**src/rtl/bridge_pwm.sv**
```systemverilog
module bridge_pwm #(
  parameter int PERIOD = 6250,
  localparam int CW = $clog2(PERIOD),
  localparam int W  = $clog2(PERIOD + 1)
) (
  input  logic         clk,
  input  logic         rst_n,
  input  logic         ld_valid,
  input  logic [W-1:0] m_ticks,
  input  logic [W-1:0] gamma_ticks,
  output logic         leg_a,
  output logic         leg_b,
  output logic         period_start,
  output logic         sat
);

  localparam int SW = W + 2;
  localparam logic [SW-1:0] LIM = SW'(PERIOD);

  logic [CW-1:0] cnt;
  logic [W-1:0]  pend_m, pend_g, act_m, act_g;
  logic          pend, armed;

  wire wrap = (cnt == CW'(PERIOD - 1));

  always_ff @(posedge clk) begin
    if (!rst_n) begin
      cnt    <= '0;
      pend_m <= '0;
      pend_g <= '0;
      act_m  <= '0;
      act_g  <= '0;
      pend   <= 1'b0;
      armed  <= 1'b0;
    end else begin
      cnt <= wrap ? '0 : cnt + 1'b1;
      if (wrap) begin
        if (ld_valid) begin
          act_m <= m_ticks;
          act_g <= gamma_ticks;
          armed <= 1'b1;
        end else if (pend) begin
          act_m <= pend_m;
          act_g <= pend_g;
          armed <= 1'b1;
        end
        pend <= 1'b0;
      end else if (ld_valid) begin
        pend_m <= m_ticks;
        pend_g <= gamma_ticks;
        pend   <= 1'b1;
      end
    end
  end

  logic [SW-1:0] lvl1, lvl2, lvl3, c1, c2, c3, cx;

  assign lvl1 = SW'(act_m);
  assign lvl2 = lvl1 + SW'(act_g);
  assign lvl3 = lvl2 + lvl1;
  assign c1   = (lvl1 > LIM) ? LIM : lvl1;
  assign c2   = (lvl2 > LIM) ? LIM : lvl2;
  assign c3   = (lvl3 > LIM) ? LIM : lvl3;
  assign cx   = SW'(cnt);

  assign leg_a        = armed & (cx < c2);
  assign leg_b        = armed & ~(cx < c1) & (cx < c3);
  assign sat          = armed & (lvl3 > LIM);
  assign period_start = (cnt == '0);

endmodule

```
**config.mk**
```make
export PLATFORM = sky130hd
export DESIGN_NAME = bridge_pwm
export DESIGN_NICKNAME = d
export VERILOG_FILES = /design/src/rtl/bridge_pwm.sv
export SDC_FILE = /design/constraint.sdc
export NUM_CORES = 1
export LEC_CHECK = 0
export CAP_MARGIN = 20
export CORE_MARGIN = 2
export CORE_UTILIZATION = 65
export DETAILED_ROUTE_END_ITERATION = 10
export DONT_BUFFER_PORTS = 1
export PLACE_DENSITY = 0.81
export SYNTH_ARGS = -nofsm -noshare
export SYNTH_HDL_FRONTEND = slang
export SYNTH_SLANG_ARGS = --single-unit
export TNS_END_PERCENT = 100
```
**constraint.sdc**
```tcl
create_clock -name clk -period 8.35 [get_ports clk]
set_clock_uncertainty 0.2 [all_clocks]
set_input_delay 1.67 -clock clk [delete_from_list [all_inputs] [get_ports clk]]
set_output_delay 1.67 -clock clk [all_outputs]
set_load 0.01 [all_outputs]
```
==> results.md <==
- F_max: 125 MHz
- CTS max path bufs: 2
- Synthesis-stage register bit count: 67
- Final setup viols: 0
- CP max stage delay: 430 ps
- EDFF count, synth: 0
- Remaining DRCs: 0
- Mapped Cells: 619
- Slew Viols, Final: 0
- Min cycle time layout: 7980 ps
- Sequential area share after synthesis: 25.9%
- Post-DP HPWL: 9380 µm
- P_sw: 0.174 mW
- Buf/Inv on CP: 1
- Post-route ant nets: 0
- Placed Cells: 697
- Chip height: 93.2 µm
- Share of layout cells above drive strength 1: 6.02%
- I/O Pins: 33
- Fin crit share: 95.5%
- Fin cells: 717
- Top cell by count, worst path: a21o_1
- Row count: 32
- Drt wl/cell: 17.6 µm
- Int Pwr: 0.459 mW
- Status: complete, no violations
- Combinational Power Share: 6.1%
- Initial antenna violation count: 0
- Core ar.: 7730 µm²
- Total Routing Usage GR: 29.8%
- Number of diodes: 0
- Min Hold Slack: 263 ps
- GP Congestion: 0.936
- CTS buffer count: 9
- Clock-pin slew on the worst setup and hold paths: 90 ps
- Rel. slew slack: 38.3%
- Ys async rst share: 0%
- Final hold violations: 0
- Max-cap violations: 0
- Pwr/cell area: 116 nW/µm²
- Syn_area_per_cell: 8.36 µm²
- Element type at the critical path end: primary output
- # port buffers: 0
- Drt total wl: 12600 µm
- YS warnings: 0
- Synthesis-to-layout area growth: 5.75%
- Crit path kind: reg -> out
- Largest net degree at the start of global routing: 56
- CTS tree: built
- Yosys cell types: 63
- RSZ-0062 raised after global routing: false
- Vias in the first global route: 4267
- Worst path slowest cell: or3_1
- CTS Sinks: 67
- Post-Syn Nets: 716
- Synth Flop Type: dfxtp_1
- Crit Path Max Fanout: 6
- First-pass GRT wire length: 20500 µm
- Clock share of power: 41.1%
- Clock Latency Late Sink: 360 ps
- Die W: 93.2 µm
- Crit path DAT: 6110 ps
- Crit start category: flip-flop
- Hold-fix buffers, CTS: 0
- Most frequent cells in the layout: 105 x nand2_1, 67 x dfxtp_1, 65 x ha_1
- CTS root buf: clkbuf_8
- Required time worst endpoint: 6480 ps
- Post-Synthesis Cell Area: 5170 µm²
- Via density: 6.38
- Worst slew pin tran: 926 ps
- DR vias: 4575
- H-tree level count: 3
- Sw Ratio: 27.5%
- Initial core utilization: 67.0%
- Number of DRC markers in iteration 0: 206
- Setup TNS: 0 ps
- Sequential share of power: 52.8%
- Kind of cell adding the most delay to the critical path: compound AO/OA/AOI/OAI gates
- Total gr overflow: 0
- Pre-Repair DR Iteration Count: 5
- Die area: 8690 µm²
- Commonest non-fill, non-tap cell in the layout: nand2_1
- Lkg Pwr: 2.75 nW
- Final nets: 707
- VDD IR-drop max: 0.119 mV
- Worst Hold Class: reg -> reg
==> final cells by class <==
type                       count  area [µm²]
clock buffer                   9         124
clock inverter                 7        57.6
fill                         625        2250
inverter                      14        52.6
multi-input combinational    514        3730
sequential                    67        1340
tap                          102         128
timing repair buffer           4        42.5
==> worst min-delay path, stage by stage, from the launching register on <==
cell and delay [ps]:
dfxtp_1 310, nand2_1 50, a21boi_0 60
==> layer usage <==
layer	vias up	GRT usage [%]	routed length [µm]
met3	33	6.29	996
met5	-	0	0
met4	0	14.0	418
li1	2250	-	-
met1	2128	37.2	5370
met2	164	49.1	5830
==> flip-flops by register name (all words and copies together) (netlist names) <==
register / count
pend: 1
pend_g: 13
act_m: 13
pend_m: 13
armed: 1
act_g: 13
cnt: 13
==> kinds of logic (layout without fill, tap and decap cells) <==
| group | after synthesis | in the layout | synth area share, % |
|---|---|---|---|
| compound gates | 171 | 171 | 25.0 |
| xor+xnor | 29 | 29 | 4.91 |
| fa+ha+maj | 68 | 68 | 16.7 |
| buf+inv | 38 | 34 | 3.05 |
| flops | 67 | 67 | 25.9 |
| mux | 26 | 26 | 5.03 |
| simple gates | 220 | 220 | 19.4 |
==> Yosys cell counts (all sizes together) (3+ instances only) <==
master / count / area share (%)
xnor2: 13 / 2.2
nor2: 42 / 3.0
buf: 3 / 0.51
or3: 5 / 0.60
nand4: 7 / 0.85
a2111oi: 3 / 0.51
inv: 14 / 1.0
clkbuf: 21 / 1.5
a21oi: 30 / 3.0
o211a: 26 / 5.0
mux2i: 26 / 5.0
o311ai: 3 / 0.65
o31ai: 5 / 0.99
a21boi: 27 / 3.9
a211o: 3 / 0.51
a21o: 18 / 2.6
dfxtp: 67 / 26
xor2: 16 / 2.7
nand2: 105 / 7.6
nor2b: 4 / 0.48
nor4: 3 / 0.36
or2: 6 / 0.73
nand2b: 7 / 0.85
a211oi: 7 / 1.1
and3: 8 / 1.1
nand3: 19 / 1.8
o21ai: 19 / 1.9
a31oi: 5 / 0.60
o21bai: 3 / 0.44
ha: 66 / 16
and2: 4 / 0.48
o21a: 6 / 0.87
nor3: 4 / 0.39
==> timing repair <==
| action | CTS | global route |
|---|---|---|
| buffers inserted | 0 | 3 |
| setup endpoints to repair | 0 | 1 |
| gates resized for setup | 0 | 8 |
==> final timing paths <==
| path | startpoint | cells after the start | slack (ps) | endpoint |
|---|---|---|---|---|
| hold / removal | pend_g[6] | 2 | 260 | pend_g[6] |
| setup reg to reg | cnt[7] | 6 | 5630 | pend_m[0] |
| setup / recovery | act_m[0] | 25 | 370 | leg_b |
| hold reg to reg | pend_g[6] | 2 | 260 | pend_g[6] |
==> power by group through the flow <==
stage	Sequential (mW)	Clock [mW]	Combinational, mW
floorplan	0.340	0	0.0372
global placement	0.341	0	0.0359
detailed placement	0.342	0	0.0380
CTS	0.334	0.263	0.0383
global route	0.335	0.277	0.0442
finish	0.334	0.260	0.0389
==> metrics by stage <==
stage / cell area (µm²) / util (%) / total power [mW] / worst slack (ps)
2_1_floorplan: 5170 / - / 0.377 / 1190
3_3_place_gp: 5200 / 67.4 / 0.377 / 821
3_5_place_dp: 5200 / 67.4 / 0.380 / 577
4_1_cts: 5390 / 69.7 / 0.635 / 166
5_1_grt: 5470 / 70.8 / 0.656 / 23.9
6_report: 5470 / 70.8 / 0.633 / 372
(Power assumes the default switching activity.)
